File: src/rtl/evt_cmp_pkg.sv
package evt_cmp_pkg;
    // read-back field positions inside cfg_rd_o
    localparam int unsigned CFGRD_W        = 3;
    localparam int unsigned CFGRD_SETVAL   = 0;
    localparam int unsigned CFGRD_CAP_PER  = 1;
    localparam int unsigned CFGRD_CAP_WIDE = 2;
endpackage

File: src/rtl/evt_cmp_reach.sv
module evt_cmp_reach #(
    parameter int unsigned CNT_W = 64
) (
    input  logic [CNT_W-1:0] cnt_i,
    input  logic [CNT_W-1:0] cmp_i,
    input  logic             narrow_i,
    output logic             reached_o
);
    localparam int unsigned HALF_W = CNT_W / 2;

    logic [CNT_W-1:0]  diff_wide;
    logic [HALF_W-1:0] diff_narrow;

    // sign of counter minus comparator decides behind / reached
    assign diff_wide   = cnt_i - cmp_i;
    assign diff_narrow = cnt_i[HALF_W-1:0] - cmp_i[HALF_W-1:0];
    assign reached_o   = narrow_i ? ~diff_narrow[HALF_W-1] : ~diff_wide[CNT_W-1];
endmodule

File: src/rtl/evt_cmp_wrap.sv
module evt_cmp_wrap #(
    parameter int unsigned HALF_W = 32
) (
    input  logic [HALF_W-1:0] prev_lo_i,
    input  logic [HALF_W-1:0] cur_lo_i,
    output logic              wrapped_o
);
    assign wrapped_o = (prev_lo_i == {HALF_W{1'b1}}) && (cur_lo_i == '0);
endmodule

File: src/rtl/evt_cmp_channel.sv
module evt_cmp_channel
    import evt_cmp_pkg::*;
#(
    parameter int unsigned CNT_W = 64
) (
    input  logic                     clk,
    input  logic                     rst_n,
    input  logic [CNT_W-1:0]         cnt_i,
    input  logic                     tick_i,
    input  logic                     glb_en_i,
    input  logic                     ch_en_i,
    input  logic                     periodic_i,
    input  logic                     mode32_i,
    input  logic                     setval_i,
    input  logic                     wr_lo_i,
    input  logic                     wr_hi_i,
    input  logic [CNT_W/2-1:0]       wr_data_i,
    output logic                     expire_o,
    output logic [CNT_W-1:0]         cmp_o,
    output logic [CFGRD_W-1:0]       cfg_rd_o
);
    localparam int unsigned HALF_W = CNT_W / 2;
    localparam logic [HALF_W-1:0] TOP_CLR = {1'b0, {(HALF_W-1){1'b1}}};

    typedef struct packed {
        logic [CNT_W-1:0]  cmp;
        logic [CNT_W-1:0]  period;
        logic [HALF_W-1:0] prev_lo;
        logic              setval;
        logic              armed;
        logic              catching;
        logic              en_prev;
        logic              glb_prev;
        logic              expire;
    } chan_t;

    chan_t q, d;

    logic reached;
    logic wrapped;
    logic wr_any;
    logic load_cmp;
    logic fire_ok;
    logic wrap_ev;
    logic [HALF_W-1:0] lo_period;

    evt_cmp_reach #(.CNT_W(CNT_W)) u_reach (
        .cnt_i     (cnt_i),
        .cmp_i     (q.cmp),
        .narrow_i  (mode32_i),
        .reached_o (reached)
    );

    evt_cmp_wrap #(.HALF_W(HALF_W)) u_wrap (
        .prev_lo_i (q.prev_lo),
        .cur_lo_i  (cnt_i[HALF_W-1:0]),
        .wrapped_o (wrapped)
    );

    always_comb begin
        d         = q;
        d.expire  = 1'b0;
        wr_any    = wr_lo_i | wr_hi_i;
        load_cmp  = !periodic_i || q.setval;
        fire_ok   = tick_i && q.armed && ch_en_i && glb_en_i && !q.catching;
        wrap_ev   = mode32_i && !periodic_i && wrapped;
        lo_period = mode32_i ? (wr_data_i & TOP_CLR) : wr_data_i;

        if (tick_i) begin
            d.prev_lo = cnt_i[HALF_W-1:0];
        end

        if (wr_any) begin
            if (wr_lo_i) begin
                if (load_cmp)   d.cmp[HALF_W-1:0]    = wr_data_i;
                if (periodic_i) d.period[HALF_W-1:0] = lo_period;
            end
            if (wr_hi_i) begin
                if (load_cmp) d.cmp[CNT_W-1:HALF_W]    = wr_data_i;
                else          d.period[CNT_W-1:HALF_W] = wr_data_i & TOP_CLR;
            end
            d.setval   = 1'b0;
            d.catching = 1'b0;
            d.armed    = glb_en_i;
        end else begin
            if (setval_i) d.setval = 1'b1;
            if (fire_ok && (reached || wrap_ev)) begin
                d.expire = 1'b1;
                if (reached) begin
                    if (periodic_i && (q.period != '0)) begin
                        d.cmp      = q.cmp + q.period;
                        d.catching = 1'b1;
                    end else begin
                        d.armed = 1'b0;
                    end
                end
            end else if (q.catching) begin
                if (reached && (q.period != '0)) d.cmp = q.cmp + q.period;
                else                              d.catching = 1'b0;
            end
            // enable edges re-arm
            if (!q.en_prev || (!q.glb_prev && (q.cmp != '1))) d.armed = 1'b1;
        end

        if (!ch_en_i || !glb_en_i) begin
            d.armed    = 1'b0;
            d.catching = 1'b0;
        end
        d.en_prev  = ch_en_i;
        d.glb_prev = glb_en_i;

        if (mode32_i) begin
            d.cmp[CNT_W-1:HALF_W]    = '0;
            d.period[CNT_W-1:HALF_W] = '0;
        end
    end

    always_ff @(posedge clk or negedge rst_n) begin
        if (!rst_n) begin
            q          <= '0;
            q.cmp      <= '1;
        end else begin
            q <= d;
        end
    end

    assign expire_o                 = q.expire;
    assign cmp_o                    = q.cmp;
    assign cfg_rd_o[CFGRD_SETVAL]   = q.setval;
    assign cfg_rd_o[CFGRD_CAP_PER]  = 1'b1;
    assign cfg_rd_o[CFGRD_CAP_WIDE] = 1'b1;
endmodule

File: config.mk
export PLATFORM = sky130hd
export DESIGN_NAME = evt_cmp_channel
export DESIGN_NICKNAME = d
export VERILOG_FILES = /design/src/rtl/evt_cmp_pkg.sv /design/src/rtl/evt_cmp_reach.sv /design/src/rtl/evt_cmp_wrap.sv /design/src/rtl/evt_cmp_channel.sv
export SDC_FILE = /design/constraint.sdc
export NUM_CORES = 1
export LEC_CHECK = 0
export CAP_MARGIN = 20
export CORE_ASPECT_RATIO = 0.6
export CORE_UTILIZATION = 45
export DETAILED_ROUTE_END_ITERATION = 12
export GPL_TIMING_DRIVEN = 0
export PLACE_DENSITY = 0.67
export SLEW_MARGIN = 20
export SYNTH_ARGS = -nofsm -noshare
export SYNTH_HDL_FRONTEND = slang
export SYNTH_SLANG_ARGS = --single-unit
File: constraint.sdc
create_clock -name clk -period 9.1 [get_ports clk]
set_input_delay 2.275 -clock clk [delete_from_list [all_inputs] [get_ports clk]]
set_output_delay 2.275 -clock clk [all_outputs]
set_load 0.005 [all_outputs]
Yosys cells after proc, flatten, opt, wreduce, memory -nomap -nowiden
Index checks and enable logic that the tools add are counted.
W data, S select, Z words.
{"block": "totals", "ff_bits": 166, "inputBits": 106, "out_inout_bits": 68, "elab_cells": 100}
{"block": "classes", "add_sub_neg": 3, "eq_ne": 14, "mux": 31, "n_bitwise": 3, "reduce_logical": 38}
{"operator": "$mux W64", "count": 7}
{"operator": "$mux W32", "count": 10}
{"operator": "$add A64 B64 Y64", "count": 1}
{"operator": "$ne A64 B64 Y1 const B", "count": 1}
{"operator": "$reduce_bool A64 Y1", "count": 1}
{"operator": "$sub A64 B64 Y64", "count": 1}
{"operator": "$eq A32 B32 Y1 const B", "count": 1}
{"operator": "$logic_not A32 Y1", "count": 1}
{"operator": "$sub A32 B32 Y32", "count": 1}
{"operator": "$reduce_bool A4 Y1", "count": 4}
{"operator": "$reduce_and A6 Y1", "count": 2}
{"operator": "$logic_and A1 B1 Y1", "count": 11}
{"operator": "$mux W1", "count": 11}
{"operator": "$reduce_and A3 Y1", "count": 3}
{"operator": "$ne A4 B2 Y1 const B", "count": 2}
{"operator": "$ne A4 B3 Y1 const B", "count": 2}
{"operator": "$logic_not A1 Y1", "count": 6}
{"operator": "$ne A3 B2 Y1 const B", "count": 2}
{"operator": "$ne A3 B3 Y1 const B", "count": 2}
{"operator": "$reduce_bool A2 Y1", "count": 3}
{"operator": "$reduce_bool A3 Y1", "count": 2}
{"operator": "$logic_or A1 B1 Y1", "count": 4}
{"operator": "$mux W2", "count": 2}
{"operator": "$ne A2 B2 Y1 const B", "count": 2}
{"operator": "6 further kinds", "count": 7}

Depth between registers and ports, before layout
Gate-level depths: netlist of run 1.
{"block": "depth", "ltp_word": 9, "mapped_depth": 15, "depth_no_buf": 14}

Modules after synthesis
Synthesis of run 1 repeated with hierarchy kept, for this count alone.
{"block": "unflattened", "cells_unflattened": 1494, "hier_area_um2": 12947.4}
{"module": "evt_cmp_channel", "n_inst": 1, "cells_per_inst": 1236, "area_each_um2": 11100.6, "seq_area_each_um2": 4209.0}
{"module": "evt_cmp_reach", "n_inst": 1, "cells_per_inst": 237, "area_each_um2": 1686.6, "seq_area_each_um2": 0.0}
{"module": "evt_cmp_wrap", "n_inst": 1, "cells_per_inst": 21, "area_each_um2": 160.2, "seq_area_each_um2": 0.0}

Worst setup path before layout of run 1
No wires, ideal clock.
{"block": "synth_timing", "path_type": "in2reg", "from": "input cnt_i[14]", "to": "register q, in the netlist cmp_o[35]", "setup_time_ns": 0.105, "t_arrival_ns": 4.595, "t_required_ns": 8.995, "slack_ns": 4.400, "path_stages": 11, "path_buffers": 1, "path_cell_list": "ha_1 > nand2_1 > or4_1 > o21ai_1 > a21oi_1 > xnor2_1 > a21o_1 > o21ai_0 > o21ai_2 > buf_4 > o41ai_1"}
{"block": "synth_via", "elab_chain_cells": 8, "elab_cells_between_ends": 19}
{"item": "start, declared", "line": "evt_cmp_channel.sv:8", "rtl": "input logic [CNT_W-1:0] cnt_i,"}
{"item": "parallel branches: the longest is 8 deep, another holds $sub A64 B64 Y64"}
{"item": "end, declared", "line": "evt_cmp_channel.sv:37", "rtl": "chan_t q, d;"}
Several ways; the timed one is not identified.
A chain may end at the register's enable or synchronous reset.

Final worst setup path of run 1
{"block": "layout_timing", "from": "input cnt_i[24]", "to": "register q, in the netlist cmp_o[23]"}
{"block": "layout_via", "elab_chain_cells": 7, "elab_cells_between_ends": 18}
{"item": "$sub A64 B64 Y64, or another cell as far along", "line": "evt_cmp_reach.sv:15", "rtl": "assign diff_wide = cnt_i - cmp_i;"}
{"item": "$not A1 Y1 or $logic_and A1 B1 Y1 (tied branches)", "line": "evt_cmp_reach.sv:17, evt_cmp_wrap.sv:8"}
{"item": "$mux W1 or $logic_and A1 B1 Y1 (tied branches)", "line": "evt_cmp_reach.sv:17, evt_cmp_channel.sv:66"}
{"item": "$logic_or A1 B1 Y1", "line": "evt_cmp_channel.sv:87", "rtl": "if (fire_ok && (reached || wrap_ev)) begin"}
{"item": "$logic_and A1 B1 Y1", "line": "evt_cmp_channel.sv:87"}
{"item": "$ne A3 B2 Y1 (no line), or another cell as far along"}
{"item": "$reduce_and A6 Y1 (no line) or $mux W64 (tied branches)"}
Several ways; a longest one is shown, not always the timed one.

==> out/qor.csv, run 1 <==
stage,metric,value,unit
layout,syn_to_final_growth,21.8,%
route,drtIter0Drc,1575,
yosys,ys.flop_type,dfrtp_1,
layout,instances_no_fill,2046,
route,wl,52.2,mm
sta,period_needed,6.37,ns
grt,grtUsageTotal,0.355,
floorplan,num_rows,47,
worst_setup_path,crit_type,input port to flop,
floorplan,initial_core_util,0.465,
worst_setup_path,critPathLaunchType,input port,
worst_setup_path,path_max_fanout,10,
yosys,synthArstFlopShare,1.00,
grt,grt_antenna_before_repair,0,
worst_setup_path,crit_arrival,6.75,ns
floorplan,core,28000,um2
sta,fin_setup_tns,0,ns
clocking,htreeDepth,4,
worst_setup_path,end_kind,flop,
grt,grt_pass1_wl,76.5,mm
min_path,hold_path.class,flop to flop,
worst_setup_path,reg2reg_depth,14,
min_path,holdPathStages,1,
layout,drive_above_1_share,0.166,
yosys,synth_edf_count,0,
route,drc,0,
power,power_density,195,nW/um2
sta,slew_viol_final,0,
floorplan,design.die.area,29600,um2
clocking,cts_root_buffer,clkbuf_16,
yosys,syn_area_per_cell,8.84,um2
place,dp_cells,2012,
route,drt_first_pass_iters,6,
yosys,ys_seq_area_frac,0.323,
power,p_leak,6.88,nW
layout,layout_commonest_cell,clkdlybuf4s50_1,
floorplan,io_pins,174,
route,viasPerCell,6.23,
yosys,synth.largest_area_cell,dfrtp_1,
yosys,ys_seq_elements,165,
sta,fmax,157,MHz
sta,slew_headroom,0.212,
yosys,netlist_instances,1473,
clocking,cts_sinks,165,
grt,grt_pass1_vias,11800,
place,gp_congestion,0.969,
floorplan,fp.dieH,134,um
status,run_status,completed,
sta,finalHoldViolations,0,
yosys,netlist_area,13000,um2
sta,tightest_slew,1.17,ns
route,vias,12700,
sta,skew,0.0114,ns
place,portBuffers,170,
yosys,netlist.area_leader.share,0.194,
job,cap_violations,0,
layout,fillers,2578,
route,antenna_left,0,
power,ir_worst_vdd,0.108,mV
sta,finalCritPeriodShare,0.700,
layout,mostFrequentLayoutCells,"169 x clkdlybuf4s50_1, 140 x nand2_1, 125 x ha_1",
clocking,clkLatencyLatePin,0.47,ns
clocking,post_cts_buffers,0,
yosys,ys_warn_count,0,
sta,setup_viol,0,
place,place_hpwl,41.7,mm
clocking,numCtsBuffers,17,
grt,grt_overflow_total,0,
floorplan,die_x,222,um
clocking,cts_buffer_depth,2,
clocking,hold_buffers,0,
worst_setup_path,cp.required,9.49,ns
layout,nets,1897,
clocking,cts_tree,built,
sta,rsz0062_at_grt,no,
yosys,yosys-top-cells-area,"dfrtp_1 19%, dfstp_2 13%, ha_1 12%",
yosys,netlist-cell-type-count,81,
grt,grt_max_degree,96,
clocking,clkTransAtPathRegs,0.07,ns
worst_setup_path,r2r_slack,4.25,ns
clocking,cts_resized,0,
route,wl_per_cell,25.5,um
## metal layers
layer,part of all wire,GRT usage
met1,0.48,0.543
met3,0.13,0.149
met5,0,0
met4,0.021,0.102
met2,0.37,0.436
## worst paths after layout
check	start	endpoint
setup / recovery	cnt_i[24]	cmp_o[23]
hold / removal	q[2]	q[4]
setup reg to reg	cmp_o[21]	cmp_o[23]
hold reg to reg	q[2]	q[4]
max in group asynchronous	rst_n	cmp_o[47]
min in group asynchronous	rst_n	q[42]
## kinds of logic (layout without fill, tap and decap cells)
family,count (synthesis),count (layout),share of synthesized area
buffers and inverters,214,418,0.0823
xor gates and xnor gates,54,54,0.0363
AOI/OAI and AO/OA,439,439,0.225
adders and majority gates,126,126,0.122
other,1,3,0.000288
and+or+nand+nor,407,407,0.154
muxes,67,67,0.0575
DFF,165,165,0.323
## area by class of cell
| cell class | instances | area, um2 | share of cell area |
|---|---|---|---|
| clock buffer | 19 | 453 | 0.0285 |
| sequential | 165 | 4210 | 0.265 |
| timing repair buffer | 172 | 1740 | 0.110 |
| antenna | 1 | 2.50 | 0.000158 |
| multi-input combinational | 1095 | 7760 | 0.489 |
| inverter | 89 | 334 | 0.0211 |
| buffer | 125 | 738 | 0.0465 |
| tap | 367 | 459 | 0.0289 |
| clock inverter | 13 | 173 | 0.0109 |
## cells in the mapped netlist (6+ instances only)
cell type  count
nand3_1       23
nor2b_1        7
a22o_1        33
and3_1         7
o21bai_1      11
a21o_1        34
xor2_1        28
nor4_1        31
xnor2_1       26
or2_2          6
buf_2         11
nor3_1        17
a21oi_1      122
and2_1        11
inv_1         89
a221oi_1       8
nand2_1      140
a211oi_2       6
ha_1         125
a31oi_1       16
buf_4         68
nor2_1        79
clkbuf_1      45
o21ai_0       95
dfstp_2       64
o31ai_1       22
a21boi_0       7
nand2b_1       9
a211oi_1      13
o211ai_1      10
dfrtp_1      101
mux2_2        62
o21a_1         9
nand4_1       56
## metrics by stage
step                      hold WS [ns]  power (mW)  setup WS (ns)  instance area (um2)  utilization
final                            0.475        3.10           2.73                15900        0.567
after global routing             0.512        3.25           2.60                15900        0.567
after CTS                        0.474        3.06           3.03                15900        0.566
after detailed placement         0.450        2.26           2.57                15200        0.544
after global placement           0.452        2.24          -1.35                15200        0.543
after floorplan                  0.424        1.76           4.40                13000            -
## sequential cells by signal, indices dropped and copies added, names as in the netlist
name	cells
cfg_rd_o	1
cmp_o	64
expire_o	1
q	99
## power by group
| part | internal (mW) | switching, mW |
|---|---|---|
| registers | 0.865 | 0.146 |
| logic | 0.557 | 0.731 |
| clock network | 0.450 | 0.348 |
| total | 1.87 | 1.23 |
## critical path, cell delays in order
cell	delay (ns)
clkdlybuf4s50_1	0.54
ha_1	0.37
nand4_1	0.17
inv_1	0.09
a21oi_1	0.07
o21ai_0	0.91
a22oi_1	0.30
and2_1	0.26
a211oi_2	0.27
nand3_1	0.16
nand2_1	0.35
clkbuf_1	0.64
o21ai_0	0.22
o21ai_0	0.13
Note: power is estimated with default switching activity, not from simulation.
==> run 2: changes to the inputs <==
==> constraint.sdc (replaced) <==
create_clock -name clk -period 6.55 [get_ports clk]
set_input_delay 1.6375 -clock clk [delete_from_list [all_inputs] [get_ports clk]]
set_output_delay 1.6375 -clock clk [all_outputs]
set_load 0.005 [all_outputs]
==> results of run 2 <==
The final DEF is identical to that of run 1. Status: completed.
Main changes from that run: setup slack after placement 2.57 ns -> 0.654 ns; setup slack after layout 2.73 ns -> 0.821 ns; register-to-register setup slack 4.25 ns -> 1.70 ns; total power 3.10 mW -> 4.30 mW; worst IR drop on VDD 0.108 mV -> 0.150 mV
==> run 3: changes to the inputs <==
--- a/config.mk
+++ b/config.mk
@@ -11,6 +11,7 @@
 export DETAILED_ROUTE_END_ITERATION = 12
 export GPL_TIMING_DRIVEN = 0
 export PLACE_DENSITY = 0.67
+export SKIP_LAST_GASP = 1
 export SLEW_MARGIN = 20
 export SYNTH_ARGS = -nofsm -noshare
 export SYNTH_HDL_FRONTEND = slang
==> results of run 3 <==
The final DEF is identical to that of run 1. Status: completed.
Main changes from that run: setup slack after placement 2.57 ns -> 0.654 ns; setup slack after layout 2.73 ns -> 0.821 ns; register-to-register setup slack 4.25 ns -> 1.70 ns; total power 3.10 mW -> 4.30 mW; worst IR drop on VDD 0.108 mV -> 0.150 mV
